**config.mk**
```make
export PLATFORM = sky130hd
export DESIGN_NAME = i2c_hs_target
export DESIGN_NICKNAME = d
export VERILOG_FILES = /design/src/rtl/i2c_hs_pkg.sv /design/src/rtl/i2c_line_sync.sv /design/src/rtl/i2c_cond_detect.sv /design/src/rtl/i2c_bit_shifter.sv /design/src/rtl/i2c_first_byte_decode.sv /design/src/rtl/i2c_hs_target.sv
export SDC_FILE = /design/constraint.sdc
export NUM_CORES = 1
export LEC_CHECK = 0
export BUFFER_PORTS_ARGS = -buffer_cell sky130_fd_sc_hd__buf_2
export CAP_MARGIN = 10
export CORE_ASPECT_RATIO = 2
export CORE_MARGIN = 5
export CORE_UTILIZATION = 50
export DETAILED_ROUTE_END_ITERATION = 12
export PLACE_DENSITY = 0.69
export SLEW_MARGIN = 0
export SYNTH_ARGS = -nofsm -noshare
export SYNTH_HDL_FRONTEND = slang
export SYNTH_HIERARCHICAL = 1
export SYNTH_SLANG_ARGS = --single-unit
```
**constraint.sdc**
```tcl
create_clock -name clk -period 3.94 [get_ports clk]
set_input_delay 0.394 -clock clk [delete_from_list [all_inputs] [get_ports clk]]
set_output_delay 0.394 -clock clk [all_outputs]
set_load 0.02 [all_outputs]
```
**src/rtl/i2c_hs_pkg.sv**
```systemverilog
package i2c_hs_pkg;
  localparam int unsigned BYTE_W = 8;
  localparam int unsigned ADDR_W = 7;

  localparam logic [BYTE_W-1:0] GCALL_ADDR_BYTE = 8'h00;
  localparam logic [BYTE_W-1:0] GCALL_RESET_CODE = 8'h06;
  localparam logic [4:0]        HS_CODE_PREFIX = 5'b00001;

  // transfer context: what the byte being shifted means
  typedef enum logic [2:0] {
    CTX_IDLE,
    CTX_ADDR,
    CTX_WDATA,
    CTX_GCDATA,
    CTX_SKIP
  } ctx_e;

  // classification of a first byte after START
  typedef enum logic [1:0] {
    FB_OTHER,
    FB_MATCH,
    FB_GCALL,
    FB_HSCODE
  } fb_class_e;
endpackage

```
**src/rtl/i2c_line_sync.sv**
```systemverilog
module i2c_line_sync #(
  parameter int unsigned WIDTH  = 2,
  parameter int unsigned STAGES = 2
) (
  input  logic             clk,
  input  logic             rst_n,
  input  logic [WIDTH-1:0] async_i,
  output logic [WIDTH-1:0] sync_o
);
  logic [WIDTH-1:0] stage_q [STAGES];

  // bus lines idle high, so the chain resets to all ones
  for (genvar s = 0; s < STAGES; s++) begin : g_stage
    if (s == 0) begin : g_first
      always_ff @(posedge clk or negedge rst_n) begin
        if (!rst_n) stage_q[s] <= '1;
        else        stage_q[s] <= async_i;
      end
    end else begin : g_next
      always_ff @(posedge clk or negedge rst_n) begin
        if (!rst_n) stage_q[s] <= '1;
        else        stage_q[s] <= stage_q[s-1];
      end
    end
  end

  assign sync_o = stage_q[STAGES-1];
endmodule

```
**src/rtl/i2c_cond_detect.sv**
```systemverilog
module i2c_cond_detect (
  input  logic clk,
  input  logic rst_n,
  input  logic scl_s,
  input  logic sda_s,
  output logic start_o,
  output logic stop_o,
  output logic scl_rise_o,
  output logic scl_fall_o
);
  logic scl_prev_q;
  logic sda_prev_q;

  always_ff @(posedge clk or negedge rst_n) begin
    if (!rst_n) begin
      scl_prev_q <= 1'b1;
      sda_prev_q <= 1'b1;
    end else begin
      scl_prev_q <= scl_s;
      sda_prev_q <= sda_s;
    end
  end

  // SCL held high across both samples qualifies an SDA transition
  assign start_o    = scl_s & scl_prev_q & sda_prev_q & ~sda_s;
  assign stop_o     = scl_s & scl_prev_q & ~sda_prev_q & sda_s;
  assign scl_rise_o = scl_s & ~scl_prev_q;
  assign scl_fall_o = ~scl_s & scl_prev_q;
endmodule

```
**src/rtl/i2c_bit_shifter.sv**
```systemverilog
module i2c_bit_shifter #(
  parameter int unsigned BITS = 8
) (
  input  logic            clk,
  input  logic            rst_n,
  input  logic            clr_i,
  input  logic            en_i,
  input  logic            scl_rise_i,
  input  logic            sda_s,
  output logic [BITS-1:0] data_o,
  output logic            full_o
);
  localparam int unsigned CNT_W = $clog2(BITS + 1);

  logic [BITS-1:0]  shreg_q, shreg_d;
  logic [CNT_W-1:0] cnt_q, cnt_d;

  assign full_o = (cnt_q == CNT_W'(BITS));

  always_comb begin
    shreg_d = shreg_q;
    cnt_d   = cnt_q;
    if (clr_i) begin
      cnt_d = '0;
    end else if (en_i && scl_rise_i && !full_o) begin
      shreg_d = {shreg_q[BITS-2:0], sda_s};
      cnt_d   = cnt_q + 1'b1;
    end
  end

  always_ff @(posedge clk or negedge rst_n) begin
    if (!rst_n) begin
      shreg_q <= '0;
      cnt_q   <= '0;
    end else begin
      shreg_q <= shreg_d;
      cnt_q   <= cnt_d;
    end
  end

  assign data_o = shreg_q;
endmodule

```
**src/rtl/i2c_first_byte_decode.sv**
```systemverilog
module i2c_first_byte_decode
  import i2c_hs_pkg::*;
#(
  parameter logic [ADDR_W-1:0] DEV_ADDR = 7'h2C
) (
  input  logic [BYTE_W-1:0] byte_i,
  output fb_class_e         class_o
);
  // master code check first: its low bit is not a direction flag
  always_comb begin
    if (byte_i[BYTE_W-1:3] == HS_CODE_PREFIX)  class_o = FB_HSCODE;
    else if (byte_i == GCALL_ADDR_BYTE)        class_o = FB_GCALL;
    else if (byte_i[BYTE_W-1:1] == DEV_ADDR)   class_o = FB_MATCH;
    else                                       class_o = FB_OTHER;
  end
endmodule

```
**src/rtl/i2c_hs_target.sv**
```systemverilog
module i2c_hs_target
  import i2c_hs_pkg::*;
#(
  parameter logic [ADDR_W-1:0] DEV_ADDR    = 7'h2C,
  parameter int unsigned       SYNC_STAGES = 2
) (
  input  logic              clk,
  input  logic              rst_n,
  input  logic              scl_i,
  input  logic              sda_i,
  output logic              sda_oe_o,
  output logic              hs_mode_o,
  output logic              gc_reset_o,
  output logic              byte_valid_o,
  output logic [BYTE_W-1:0] byte_data_o,
  output logic              byte_first_o,
  output logic              byte_read_o
);
  logic [1:0]        sync_bus;
  logic              scl_s, sda_s;
  logic              start_det, stop_det, scl_rise, scl_fall;
  logic [BYTE_W-1:0] rx_byte;
  logic              rx_full;
  logic              shift_clr, shift_en;
  fb_class_e         fb_class;

  i2c_line_sync #(.WIDTH(2), .STAGES(SYNC_STAGES)) u_sync (
    .clk     (clk),
    .rst_n   (rst_n),
    .async_i ({scl_i, sda_i}),
    .sync_o  (sync_bus)
  );
  assign scl_s = sync_bus[1];
  assign sda_s = sync_bus[0];

  i2c_cond_detect u_cond (
    .clk        (clk),
    .rst_n      (rst_n),
    .scl_s      (scl_s),
    .sda_s      (sda_s),
    .start_o    (start_det),
    .stop_o     (stop_det),
    .scl_rise_o (scl_rise),
    .scl_fall_o (scl_fall)
  );

  i2c_bit_shifter #(.BITS(BYTE_W)) u_shift (
    .clk        (clk),
    .rst_n      (rst_n),
    .clr_i      (shift_clr),
    .en_i       (shift_en),
    .scl_rise_i (scl_rise),
    .sda_s      (sda_s),
    .data_o     (rx_byte),
    .full_o     (rx_full)
  );

  i2c_first_byte_decode #(.DEV_ADDR(DEV_ADDR)) u_decode (
    .byte_i  (rx_byte),
    .class_o (fb_class)
  );

  // state registers
  ctx_e              ctx_q, ctx_d;
  ctx_e              post_q, post_d;
  logic              ackph_q, ackph_d;
  logic              oe_q, oe_d;
  logic              hs_q, hs_d;
  logic              gcpend_q, gcpend_d;
  logic              gcpulse_q, gcpulse_d;
  logic              valid_q, valid_d;
  logic [BYTE_W-1:0] data_q, data_d;
  logic              first_q, first_d;
  logic              read_q, read_d;
  logic              byte_done;
  logic              rx_ctx;

  assign rx_ctx    = (ctx_q == CTX_ADDR) || (ctx_q == CTX_WDATA) || (ctx_q == CTX_GCDATA);
  assign shift_en  = rx_ctx && !ackph_q;
  assign byte_done = shift_en && rx_full && scl_fall;

  always_comb begin
    ctx_d     = ctx_q;
    post_d    = post_q;
    ackph_d   = ackph_q;
    oe_d      = oe_q;
    hs_d      = hs_q;
    gcpend_d  = gcpend_q;
    gcpulse_d = 1'b0;
    valid_d   = 1'b0;
    data_d    = data_q;
    first_d   = first_q;
    read_d    = read_q;
    shift_clr = 1'b0;

    if (stop_det) begin
      ctx_d     = CTX_IDLE;
      ackph_d   = 1'b0;
      oe_d      = 1'b0;
      hs_d      = 1'b0;
      gcpend_d  = 1'b0;
      shift_clr = 1'b1;
    end else if (start_det) begin
      ctx_d     = CTX_ADDR;
      ackph_d   = 1'b0;
      oe_d      = 1'b0;
      gcpend_d  = 1'b0;
      shift_clr = 1'b1;
    end else if (ackph_q) begin
      // the falling edge after the ninth clock closes the ACK slot
      if (scl_fall) begin
        ackph_d   = 1'b0;
        oe_d      = 1'b0;
        ctx_d     = post_q;
        shift_clr = 1'b1;
        gcpulse_d = gcpend_q;
        gcpend_d  = 1'b0;
      end
    end else if (byte_done) begin
      unique case (ctx_q)
        CTX_ADDR: begin
          unique case (fb_class)
            FB_MATCH: begin
              valid_d = 1'b1;
              first_d = 1'b1;
              read_d  = rx_byte[0];
              data_d  = rx_byte;
              ackph_d = 1'b1;
              oe_d    = 1'b1;
              post_d  = rx_byte[0] ? CTX_SKIP : CTX_WDATA;
            end
            FB_GCALL: begin
              ackph_d = 1'b1;
              oe_d    = 1'b1;
              post_d  = CTX_GCDATA;
            end
            FB_HSCODE: begin
              hs_d  = 1'b1;
              ctx_d = CTX_SKIP;
            end
            default: ctx_d = CTX_SKIP;
          endcase
        end
        CTX_WDATA: begin
          valid_d = 1'b1;
          first_d = 1'b0;
          read_d  = 1'b0;
          data_d  = rx_byte;
          ackph_d = 1'b1;
          oe_d    = 1'b1;
          post_d  = CTX_WDATA;
        end
        CTX_GCDATA: begin
          if (rx_byte == GCALL_RESET_CODE) begin
            ackph_d  = 1'b1;
            oe_d     = 1'b1;
            gcpend_d = 1'b1;
            post_d   = CTX_SKIP;
          end else begin
            ctx_d = CTX_SKIP;
          end
        end
        default: ctx_d = CTX_SKIP;
      endcase
    end
  end

  always_ff @(posedge clk or negedge rst_n) begin
    if (!rst_n) begin
      ctx_q     <= CTX_IDLE;
      post_q    <= CTX_IDLE;
      ackph_q   <= 1'b0;
      oe_q      <= 1'b0;
      hs_q      <= 1'b0;
      gcpend_q  <= 1'b0;
      gcpulse_q <= 1'b0;
      valid_q   <= 1'b0;
      data_q    <= '0;
      first_q   <= 1'b0;
      read_q    <= 1'b0;
    end else begin
      ctx_q     <= ctx_d;
      post_q    <= post_d;
      ackph_q   <= ackph_d;
      oe_q      <= oe_d;
      hs_q      <= hs_d;
      gcpend_q  <= gcpend_d;
      gcpulse_q <= gcpulse_d;
      valid_q   <= valid_d;
      data_q    <= data_d;
      first_q   <= first_d;
      read_q    <= read_d;
    end
  end

  assign sda_oe_o     = oe_q;
  assign hs_mode_o    = hs_q;
  assign gc_reset_o   = gcpulse_q;
  assign byte_valid_o = valid_q;
  assign byte_data_o  = data_q;
  assign byte_first_o = first_q;
  assign byte_read_o  = read_q;
endmodule

```
==> flow_summary_export.csv <==
group,metric,value,unit
status,run_status,"finished clean",
setup_path,critPathLaunchType,"flop",
setup_path,path_cells,"nor4bb_1 -> o211a_1 -> ha_1 -> nand2b_1 -> a22o_1 -> nand3_1 -> mux2_1",
timing,final-setup-viol-count,0,
cts,cts_setup_buffers,0,
synthesis,syn_area,1950,sq um
detailed_routing,antenna_left,0,
grt,grtUsageTotal,17.0,%
setup_path,cp.required,4.11,ns
timing,fmax,409,MHz
timing,tns,0,ns
pwr,power.share.switching,21.5,%
timing,fin_crit,2.45,ns
floorplan,die-area,5340,sq um
floorplan,coreArea,3800,sq um
pwr,pwr-share-comb,5.1,%
setup_path,critical_path_buf_inv_count,0,
synthesis,syn_avg_cell_area,12.5,sq um
cts,cts_tree,"built",
timing,hold_viol_final,0,
setup_path,path_delay_family,"simple AND/OR/NAND/NOR gates",
pwr,power.density,341,nW/um^2
pwr,p_int,578,uW
pwr,ir_drop,365,uV
pwr,leakagePower,1.05,nW
pwr,p_seq_share,58.5,%
setup_path,worstPathArrival,2.61,ns
finish,fin_util,56.7,%
cts,clkLatencyLatePin,0.28,ns
cts,cts_buffers,5,
finish,final_common_cell,"dfrtp_1",
floorplan,die_w,54.2,um
finish,drive_gt1_share,33.5,%
detailed_routing,routed_wl,3780,um
finish,fin_nets,184,
grt,grt_pass1_vias,1398,
finish,multi_input_area,872,sq um
timing,rsz0062_at_grt,"no",
timing,max_slew_margin,44.3,%
floorplan,rows,32,
detailed_routing,drc,0,
pwr,power,736,uW
detailed_routing,drt_iter0_drc,24,
finish,nFillCells,342,
placed_design,place_congestion,0.903,
timing,worstMarginPinSlew,0.836,ns
pwr,power.share.clock,36.4,%
detailed_routing,drtPass1Iterations,4,
floorplan,initial_utilization,51.4,%
detailed_routing,avgRoutedWirePerCell,16.6,um
setup_path,worst_path_max_delay_cell,"mux2_1",
detailed_routing,num_vias,1254,
floorplan,die_h,98.4,um
synthesis,async_reset_ff_share,100,%
cts,cts-root-buf,"clkbuf_8",
cts,htreeDepth,2,
placed_design,dpl.hpwl,2960,um
timing,clock_skew,0.00747,ns
detailed_routing,avgViaCountPerCell,5.52,
timing,drv_slew,0,
grt,grt_max_degree,41,
finish,seq_area,1010,sq um
finish,layout_common_cells,"dfrtp_1, buf_2, mux2_2, inv_1, nor2_1",
synthesis,synthFlopType,"dfrtp_1",
timing,min_period_over_period,62.1,%
grt,gr-total-overflow,0,
pwr,power.switching,158,uW
setup_path,path_max_fanout,11,
grt,antenna_found_initial,0,
synthesis,ys.warnings.count,6,
setup_path,crit_type,"reg2reg",
flow_run,drv_cap,0,
worst_hold_path,min_path_type,"in2async",
synthesis,synth_cell_type_count,47,
synthesis,syn-num-nets,165,
synthesis,ys_seq_elements,40,
cts,cts.clk_slew.worst_paths,0.07,ns
cts,clock_path_buffers,2,
cts,hold_buffers,0,
finish,syn_to_final_growth,10.4,%
grt,grt_pass1_wl,6640,um
finish,num_antenna_cells,0,
synthesis,ys_seq_area_share,51.6,%
cts,clock-sinks,40,
synthesis,synth_edf_count,0,
cts,post_cts_resized,0,
setup_path,end_kind,"flop",
synthesis,netlist_instances,156,
floorplan,ios,18,
placed_design,io_buffers,17,
setup_path,critical-path-max-stage-delay,0.47,ns
==> final timing paths <==
check                           cells after the start         startpoint  slack [ns]           endpoint
worst max register to register                      7  u_shift/data_o[6]        1.49       byte_first_o
worst min-delay path                                1              rst_n        0.21         gc_reset_o
worst max-delay path                                7  u_shift/data_o[6]        1.49       byte_first_o
worst min register to register                      0  u_sync/stage_q[3]        0.35   u_sync/sync_o[1]
max in group asynchronous                           1              rst_n        3.20  u_shift/data_o[3]
min in group clk                                    1              sda_i        0.21  u_sync/stage_q[2]
==> power groups by stage <==
stage | registers, mW | clock network [mW] | logic (mW)
after global placement | 0.437 | 0 | 0.0367
final | 0.430 | 0.268 | 0.0375
after floorplan | 0.432 | 0 | 0.0271
after CTS | 0.430 | 0.279 | 0.0385
after global routing | 0.432 | 0.304 | 0.0425
after detailed placement | 0.438 | 0 | 0.0385
==> stage by stage <==
step	hold WS [ns]	area, sq um	setup slack (ns)	cells
2_1_floorplan	0.0984	1950	1.82	156
5_1_grt	0.195	2160	1.34	227
3_3_place_gp	0.346	2070	1.61	219
4_1_cts	0.201	2160	1.53	227
6_report	0.210	2160	1.49	227
3_5_place_dp	0.350	2070	1.54	219
==> worst register-to-register path: stages, from the launching register on <==
cell      delay [ns]
dfrtp_1         0.44
nor4bb_1        0.34
o211a_1         0.24
ha_1            0.21
nand2b_1        0.12
a22o_1          0.13
nand3_1         0.39
mux2_1          0.47
==> synthesized netlist by cell type (2+ instances only) <==
library cell | number | share of area (%)
buf_2 | 2 | 0.51
buf_4 | 2 | 0.77
dfstp_2 | 6 | 8.1
nor2b_1 | 5 | 1.6
nand3_1 | 4 | 1.0
nand2_1 | 4 | 0.77
o21a_1 | 2 | 0.77
mux2_1 | 6 | 3.5
o211a_1 | 2 | 1.0
nor3_1 | 4 | 1.0
o21ai_1 | 2 | 0.51
mux2_2 | 15 | 8.6
o31a_1 | 2 | 0.90
ha_1 | 5 | 3.2
and4b_1 | 2 | 1.0
o21ai_0 | 4 | 1.0
nand2b_1 | 4 | 1.3
a21oi_1 | 5 | 1.3
inv_1 | 9 | 1.7
dfrtp_1 | 34 | 44
nor2_1 | 9 | 1.7
mux2i_1 | 3 | 1.5
==> cell type report <==
type	count	share of cell area (%)
clock buffers	8	4.18
inverters	10	1.74
multi-input cells	101	40.4
flip-flops and latches	40	46.8
well taps	51	2.96
repair buffers	17	3.94
==> sequential cells by signal, indices dropped and copies added, names as in the netlist, 2 cells and up <==
name,flops
u_shift/data_o,8
byte_data_o,8
u_shift/cnt_q,4
u_sync/sync_o,2
post_q,3
u_sync/stage_q,2
ctx_q,3
==> routing by layer <==
metal  vias up  GRT usage [%]  wire [um]
li1        589              -          -
met1       625           18.7       1360
met2        27           28.2       2150
met3        13           3.33        110
met4         0           10.6        163
met5         -              0          0
==> logic make-up after synthesis <==
kind of cell	synth area share, %
flops	51.6
simple gates	17.5
compound gates	9.48
fa+ha+maj	3.20
buf+inv	3.78
mux	14.4
No activity file was read; power rests on OpenSTA's default activity.
